[src/rtl/eac_csa.sv]
module eac_csa #(
  parameter int N = 12
) (
  input  logic [N-1:0] a_i,
  input  logic [N-1:0] b_i,
  input  logic [N-1:0] c_i,
  output logic [N-1:0] s_o,
  output logic [N-1:0] c_o
);
  logic [N-1:0] maj;

  assign s_o = a_i ^ b_i ^ c_i;
  assign maj = (a_i & b_i) | (a_i & c_i) | (b_i & c_i);
  // top carry re-enters at bit 0
  assign c_o = {maj[N-2:0], maj[N-1]};
endmodule

[src/rtl/sklansky_eac_add.sv]
module sklansky_eac_add #(
  parameter int N = 12
) (
  input  logic [N-1:0] a_i,
  input  logic [N-1:0] b_i,
  output logic [N-1:0] s_o
);
  localparam int LVL = $clog2(N);

  logic [LVL:0][N-1:0] gg;
  logic [LVL:0][N-1:0] pg;
  logic [N-1:0]        cy;
  logic                cin;

  assign gg[0] = a_i & b_i;
  assign pg[0] = a_i ^ b_i;

  for (genvar l = 0; l < LVL; l++) begin : g_lvl
    for (genvar i = 0; i < N; i++) begin : g_bit
      if (((i >> l) & 1) == 1) begin : g_op
        localparam int J = ((i >> l) << l) - 1;
        assign gg[l+1][i] = gg[l][i] | (pg[l][i] & gg[l][J]);
        assign pg[l+1][i] = pg[l][i] & pg[l][J];
      end else begin : g_pass
        assign gg[l+1][i] = gg[l][i];
        assign pg[l+1][i] = pg[l][i];
      end
    end
  end

  // group generate of the full word is the end-around carry-in
  assign cin = gg[LVL][N-1];
  assign cy[0] = cin;
  for (genvar i = 1; i < N; i++) begin : g_cy
    assign cy[i] = gg[LVL][i-1] | (pg[LVL][i-1] & cin);
  end

  assign s_o = pg[0] ^ cy;
endmodule

[src/rtl/mod_acc.sv]
module mod_acc #(
  parameter int N      = 12,
  parameter int NUM_PP = N / 3 + 1
) (
  input  logic                  clk_i,
  input  logic                  rst_ni,
  input  logic                  valid_i,
  input  logic [NUM_PP*N-1:0]   pp_i,
  input  logic [N-1:0]          cw_i,
  input  logic [N-1:0]          cc_i,
  output logic                  valid_o,
  output logic [N-1:0]          res_o
);
  localparam int OPS = NUM_PP + 2;
  localparam int STG = OPS - 2;

  logic [OPS-1:0][N-1:0] op;
  logic [STG:0][N-1:0]   sv;
  logic [STG:0][N-1:0]   cv;
  logic [N-1:0]          raw;
  logic [N-1:0]          nrm;

  for (genvar k = 0; k < NUM_PP; k++) begin : g_op
    assign op[k] = pp_i[k*N +: N];
  end
  assign op[NUM_PP]   = cw_i;
  assign op[NUM_PP+1] = cc_i;

  assign sv[0] = op[0];
  assign cv[0] = op[1];

  for (genvar s = 0; s < STG; s++) begin : g_csa
    eac_csa #(.N(N)) csa_i (
      .a_i(sv[s]),
      .b_i(cv[s]),
      .c_i(op[s+2]),
      .s_o(sv[s+1]),
      .c_o(cv[s+1])
    );
  end

  sklansky_eac_add #(.N(N)) add_i (
    .a_i(sv[STG]),
    .b_i(cv[STG]),
    .s_o(raw)
  );

  // all ones is the redundant zero
  assign nrm = (&raw) ? '0 : raw;

  always_ff @(posedge clk_i or negedge rst_ni) begin
    if (!rst_ni) begin
      valid_o <= 1'b0;
      res_o   <= '0;
    end else begin
      valid_o <= valid_i;
      if (valid_i) res_o <= nrm;
    end
  end
endmodule

[config.mk]
export PLATFORM = sky130hd
export DESIGN_NAME = mod_acc
export DESIGN_NICKNAME = d
export VERILOG_FILES = /design/src/rtl/eac_csa.sv /design/src/rtl/sklansky_eac_add.sv /design/src/rtl/mod_acc.sv
export SDC_FILE = /design/constraint.sdc
export NUM_CORES = 1
export LEC_CHECK = 0
export BUFFER_PORTS_ARGS = -buffer_cell sky130_fd_sc_hd__buf_2
export CORE_MARGIN = 2
export CORE_UTILIZATION = 46
export DETAILED_ROUTE_END_ITERATION = 10
export HOLD_SLACK_MARGIN = 0.06
export PLACE_DENSITY = 0.81
export SLEW_MARGIN = 5
export SYNTH_ARGS = -nofsm -noshare
export SYNTH_HDL_FRONTEND = slang
export SYNTH_SLANG_ARGS = --single-unit
[constraint.sdc]
create_clock -name clk_i -period 0.9 [get_ports clk_i]
set_clock_uncertainty 0.2 [all_clocks]
set_input_delay 0.09 -clock clk_i [delete_from_list [all_inputs] [get_ports clk_i]]
set_output_delay 0.09 -clock clk_i [all_outputs]
set_load 0.05 [all_outputs]
=== After elaboration in Yosys (flattened, before gate mapping) ===
Cells that the tools add are included.

* Register bits: 13
* Input port bits: 87
* Logic and storage cells: 123

* Mux-type cells: 1
* Bitwise logic cells: 119
* Reduce and logical (&&, ||, !) cells: 1

{| class="wikitable"
|+ Operators by type and width
! kind !! number
|-
| 12-bit AND || 16
|-
| 12-bit bitwise XOR || 12
|-
| 12-bit bitwise OR || 10
|-
| 1-bit AND || 50
|-
| 1-bit bitwise OR || 31
|-
| 12-bit 2-to-1 mux || 1
|-
| 12-bit AND reduction || 1
|}

=== Depth between registers and ports, before layout ===
* Depth in word-level cells: 29
* Gate-level depth with buffers: 17

=== Cells and area by module ===
From an unflattened synthesis, not the netlist that was laid out.

* Cell total of the unflattened synthesis: 178
* Area total of the unflattened synthesis: 2,343.5 um^2

{| class="wikitable"
|+ By module, submodules not included
! module !! instances !! cells an instance !! area an instance (um^2)
|-
| eac_csa || 5 || 12 || 240.2
|-
| sklansky_eac_add || 1 || 74 || 599.3
|-
| mod_acc || 1 || 44 || 543.0
|}

=== Least setup slack after synthesis ===
Ideal clock, no wire load.

* Kind: input-to-reg
* From: input pp_i[2]
* To: register res_o[0]
* Arrival time: 4.623 ns
* Required time: 0.561 ns
* Path slack: -4.062 ns
* Stages: 15
* Buffers on the path: 1
* Cell sequence: fa_1 -> fa_1 -> fa_1 -> fa_1 -> fa_1 -> ha_1 -> buf_2 -> nand4_1 -> nor2_1 -> a221oi_4 -> o31ai_4 -> nor4b_1 -> nor4_2 -> nor4_4 -> nor2_1

* Cells in the longest elaborated chain, start to end: 27
* Elaborated cells on any way between the ends: 105

{| class="wikitable"
|+ RTL lines
! what !! RTL line !! text
|-
| from (decl) || mod_acc.sv:8 || <nowiki>input logic [NUM_PP*N-1:0] pp_i,</nowiki>
|-
| 12-bit AND || eac_csa.sv:13 || <nowiki>assign maj = (a_i & b_i) | (a_i & c_i) | (b_i & c_i);</nowiki>
|-
| 12-bit bitwise OR (2 in a row) || eac_csa.sv:13 ||
|-
| 12-bit AND || eac_csa.sv:13 ||
|-
| 12-bit bitwise OR (2 in a row) || eac_csa.sv:13 ||
|-
| 12-bit AND || eac_csa.sv:13 ||
|-
| 12-bit bitwise OR (2 in a row) || eac_csa.sv:13 ||
|-
| 12-bit AND || eac_csa.sv:13 ||
|-
| 12-bit bitwise OR (2 in a row) || eac_csa.sv:13 ||
|-
| [... 7 more ...] || -- ||
|-
| 1-bit bitwise OR || sklansky_eac_add.sv:22 || <nowiki>assign gg[l+1][i] = gg[l][i] | (pg[l][i] & gg[l][J]);</nowiki>
|-
| 1-bit AND || sklansky_eac_add.sv:22 ||
|-
| 1-bit bitwise OR || sklansky_eac_add.sv:22 ||
|-
| 1-bit AND || sklansky_eac_add.sv:35 || <nowiki>assign cy[i] = gg[LVL][i-1] | (pg[LVL][i-1] & cin);</nowiki>
|-
| 1-bit bitwise OR || sklansky_eac_add.sv:35 ||
|-
| 12-bit bitwise XOR (*) || sklansky_eac_add.sv:38 || <nowiki>assign s_o = pg[0] ^ cy;</nowiki>
|-
| 12-bit AND reduction || mod_acc.sv:49 || <nowiki>assign nrm = (&raw) ? '0 : raw;</nowiki>
|-
| 12-bit 2-to-1 mux (*) || mod_acc.sv:49 ||
|-
| to (signal assigned) || mod_acc.sv:57 || <nowiki>if (valid_i) res_o <= nrm;</nowiki>
|-
| to (decl) || mod_acc.sv:12 || <nowiki>output logic [N-1:0] res_o</nowiki>
|}

Every way passes the cells marked *; elsewhere a longest branch is shown, timed or not.
A chain may end at the register's enable or synchronous reset.

=== Worst setup path after layout ===
* From: input pp_i[6]
* To: register res_o[0]

* Cells in the longest elaborated chain, start to end: 25
* Elaborated cells on any way between the ends: 99

{| class="wikitable"
|+ RTL lines
! what !! RTL line
|-
| 12-bit AND || eac_csa.sv:13
|-
| 12-bit bitwise OR (2 in a row) || eac_csa.sv:13
|-
| 12-bit AND || eac_csa.sv:13
|-
| 12-bit bitwise OR (2 in a row) || eac_csa.sv:13
|-
| 12-bit AND || eac_csa.sv:13
|-
| 12-bit bitwise OR (2 in a row) || eac_csa.sv:13
|-
| 12-bit AND || eac_csa.sv:13
|-
| 12-bit bitwise OR (2 in a row) || eac_csa.sv:13
|-
| [... 5 more ...] || --
|-
| 1-bit bitwise OR, or another cell as far along || sklansky_eac_add.sv:22
|-
| 1-bit bitwise OR / 1-bit AND (equally long branches) || sklansky_eac_add.sv:22
|-
| 1-bit bitwise OR || sklansky_eac_add.sv:22
|-
| 1-bit AND || sklansky_eac_add.sv:35
|-
| 1-bit bitwise OR || sklansky_eac_add.sv:35
|-
| 12-bit bitwise XOR (*) || sklansky_eac_add.sv:38
|-
| 12-bit AND reduction || mod_acc.sv:49
|-
| 12-bit 2-to-1 mux (*) || mod_acc.sv:49
|}

Marks and branches as above.

==> impl_results.md <==
* Status: finished with violations
* Failing checks: hold timing, setup timing
* Clock transition at path regs at 0.05 ns
* Crit-path cells: buf_6, fa_1, fa_1, fa_1, fa_1, fa_1, ha_4, buf_4, nand3_1, nor2_2, nand3_2, and3b_1, nor3_1, nand4_1, nor4_4, buf_6, nor2_1
* FMAX at 204 MHz
* CP max stage delay at 0.54 ns
* Required time worst endpoint at 0.83 ns
* Root buffer cell: clkbuf_8
* Post-synth ARST share at 100%
* Top cell types by occurrence after synthesis: 60 x fa_1, 21 x nor2_1, 16 x nand2_1
* Syn Nets at 380
* Vias in the first global route at 2457
* Post-DR wirelength/cell at 14.9 µm
* Synth unique cells at 44
* DRT Pass-1 Iters at 4
* Die area at 0.00616 mm²
* Crit share post-route at 544%
* Crit end category: register
* Slew @ Worst Pin at 0.435 ns
* Final Hold Viols at 1
* Port Buf Inserts at 99
* Total grt overflow at 0
* Final setup vio count at 25
* Worst min-delay path class: in2reg
* Fin worst setup slack at -3.99 ns
* Post-synthesis sequential area ratio at 12.8%
* Total global routing track utilization at 21.6%
* Syn_area_per_cell at 11.5 µm²
* Syn Inst Count at 221
* H-Tree Level Count at 1
* Sum Neg Setup Slack at -49.97 ns
* # nets final at 530
* GPL Wtd Cong at 0.943
* Remaining DRCs at 0
* Pin count of the biggest net entering global routing at 14
* CP max FO at 10
* Synth-to-Final Area Change at 50.2%
* Antenna cells at 0
* Die W at 78.5 µm
* Share of cells above drive strength 1 at 51.6%
* Worst-skew pair later-pin latency at 0.24 ns
* Initial antenna violation count at 0
* First-pass GRT wire length at 10600 µm
* IO Count at 100
* Post-synth EDFFs at 0
* Final hold slack at -0.0292 ns
* Unrepaired setup endpoints after global routing: true
* CTS tree: yes
* # rows at 27
* Crit path DAT at 4.83 ns
* Avg Vias per Cell at 5.14
* Cell Area, Synth at 0.00255 mm²
* Top cells by area, synth: fa_1 47%, dfrtp_1 13%, ha_1 5.9%
* CP max stage cell: fa_1
* CTS Sinks at 13
* Worst setup SP type: input port
* Synth Register Bits at 13
* Starting Density at 46.9%
* Top Family by Delay on Critical Path: adder cells
* Top-area cell type share of the netlist area at 47.1%
* Max-Cap Viols at 0
* Core region area at 0.00544 mm²
* Dominant synthesized flop cell: dfrtp_1
* Hold Buf Count CTS at 1
* CP Buf/Inv Count at 3
* Post-synth top area cell: fa_1
* CTS buffer count at 3
* Vias at 2271
* Die H at 78.5 µm
* Slew HR at 70.9%
* Critical path class: in2reg
* Synth Warn # at 0
* Most frequent cell after synthesis: fa_1
* Initial DRC count at 70
* Max-slew violation count at 0
* Detailed placement HPWL at 5460 µm
* Period minus WS final at 4.89 ns
* ANT nets after route at 0
* Most used cell, CP: fa_1
* Clock tree buffer depth at 2
* Total Wirelength at 6580 µm
==> worst paths after layout <==
| check | startpoint | end | slack [ns] | cells past startpoint |
|---|---|---|---|---|
| min | valid_i | valid_o$_DFF_PN0_ | -0.03 | 2 |
| max reg2reg | res_o[4]$_DFFE_PN0P_ | res_o[4]$_DFFE_PN0P_ | -0.12 | 3 |
| min in group asynchronous | rst_ni | res_o[4]$_DFFE_PN0P_ | 0.14 | 2 |
| max | pp_i[6] | res_o[0]$_DFFE_PN0P_ | -3.99 | 17 |
| max in group asynchronous | rst_ni | res_o[10]$_DFFE_PN0P_ | 0.13 | 2 |
| min reg2reg | res_o[6]$_DFFE_PN0P_ | res_o[6]$_DFFE_PN0P_ | 0.34 | 2 |
==> final cells by class <==
type,count,area [µm²]
multi-input combinational,195,2360
fill,369,1610
timing repair buffer,151,980
sequential,13,325
tap,72,90.1
clock buffer,4,45.0
inverter,7,26.3
==> registers in the layout (all words and copies together), names as in the netlist <==
signal   count
res_o       12
valid_o      1
==> layer usage <==
layer  global-route usage, %  share of wire, %
met3                    3.68               5.0
met4                    4.39               1.3
met5                       0                 0
met2                    39.1                54
met1                    27.2                39
==> cell families (layout without fill, tap and decap cells) <==
group / after synthesis / after routing / synth area share (%)
compound gates: 39 / 39 / 12.1
simple gates: 67 / 67 / 13.7
xor+xnor: 8 / 8 / 2.75
flops: 13 / 13 / 12.8
mux: 9 / 9 / 3.58
fa+ha+maj: 72 / 72 / 53.0
buf+inv: 13 / 162 / 2.16
==> repair_timing <==
item | 4_1_cts | 5_1_grt
setup buffers | 3 | 6
setup endpoints to repair | 25 | 25
endpoints found under the hold margin | 15 | 2
resized for setup | 33 | 8
pin swaps | 3 | 1
==> stage by stage <==
stage / setup slack (ns) / area, µm² / utilization [%] / hold slack (ns) / cells
finish: -3.99 / 3830 / 70.4 / -0.0292 / 442
global placement: -4.08 / 3530 / 64.9 / -0.221 / 428
floorplan: -3.89 / 2670 / - / -0.406 / 221
CTS: -3.87 / 3740 / 68.9 / -0.0326 / 436
detailed placement: -4.19 / 3530 / 64.9 / -0.208 / 428
global route: -4.19 / 3830 / 70.4 / -0.0167 / 442
==> layout by cell type, fill, tap and decap left out, drive strengths merged, types with 4 or more instances in the layout <==
master | netlist | layout
a21oi | 15 | 15
nand3 | 6 | 6
nand4 | 4 | 4
a211oi | 7 | 7
ha | 12 | 12
inv | 7 | 7
o21ai | 7 | 7
buf | 3 | 150
clkbuf | 3 | 4
nor2 | 21 | 21
nand2 | 16 | 16
fa | 60 | 60
xnor2 | 5 | 5
mux2i | 8 | 8
dfrtp | 13 | 13
Power is not shown: default switching activity piles up to over one toggle a cycle in this logic, so the estimate is an artifact.
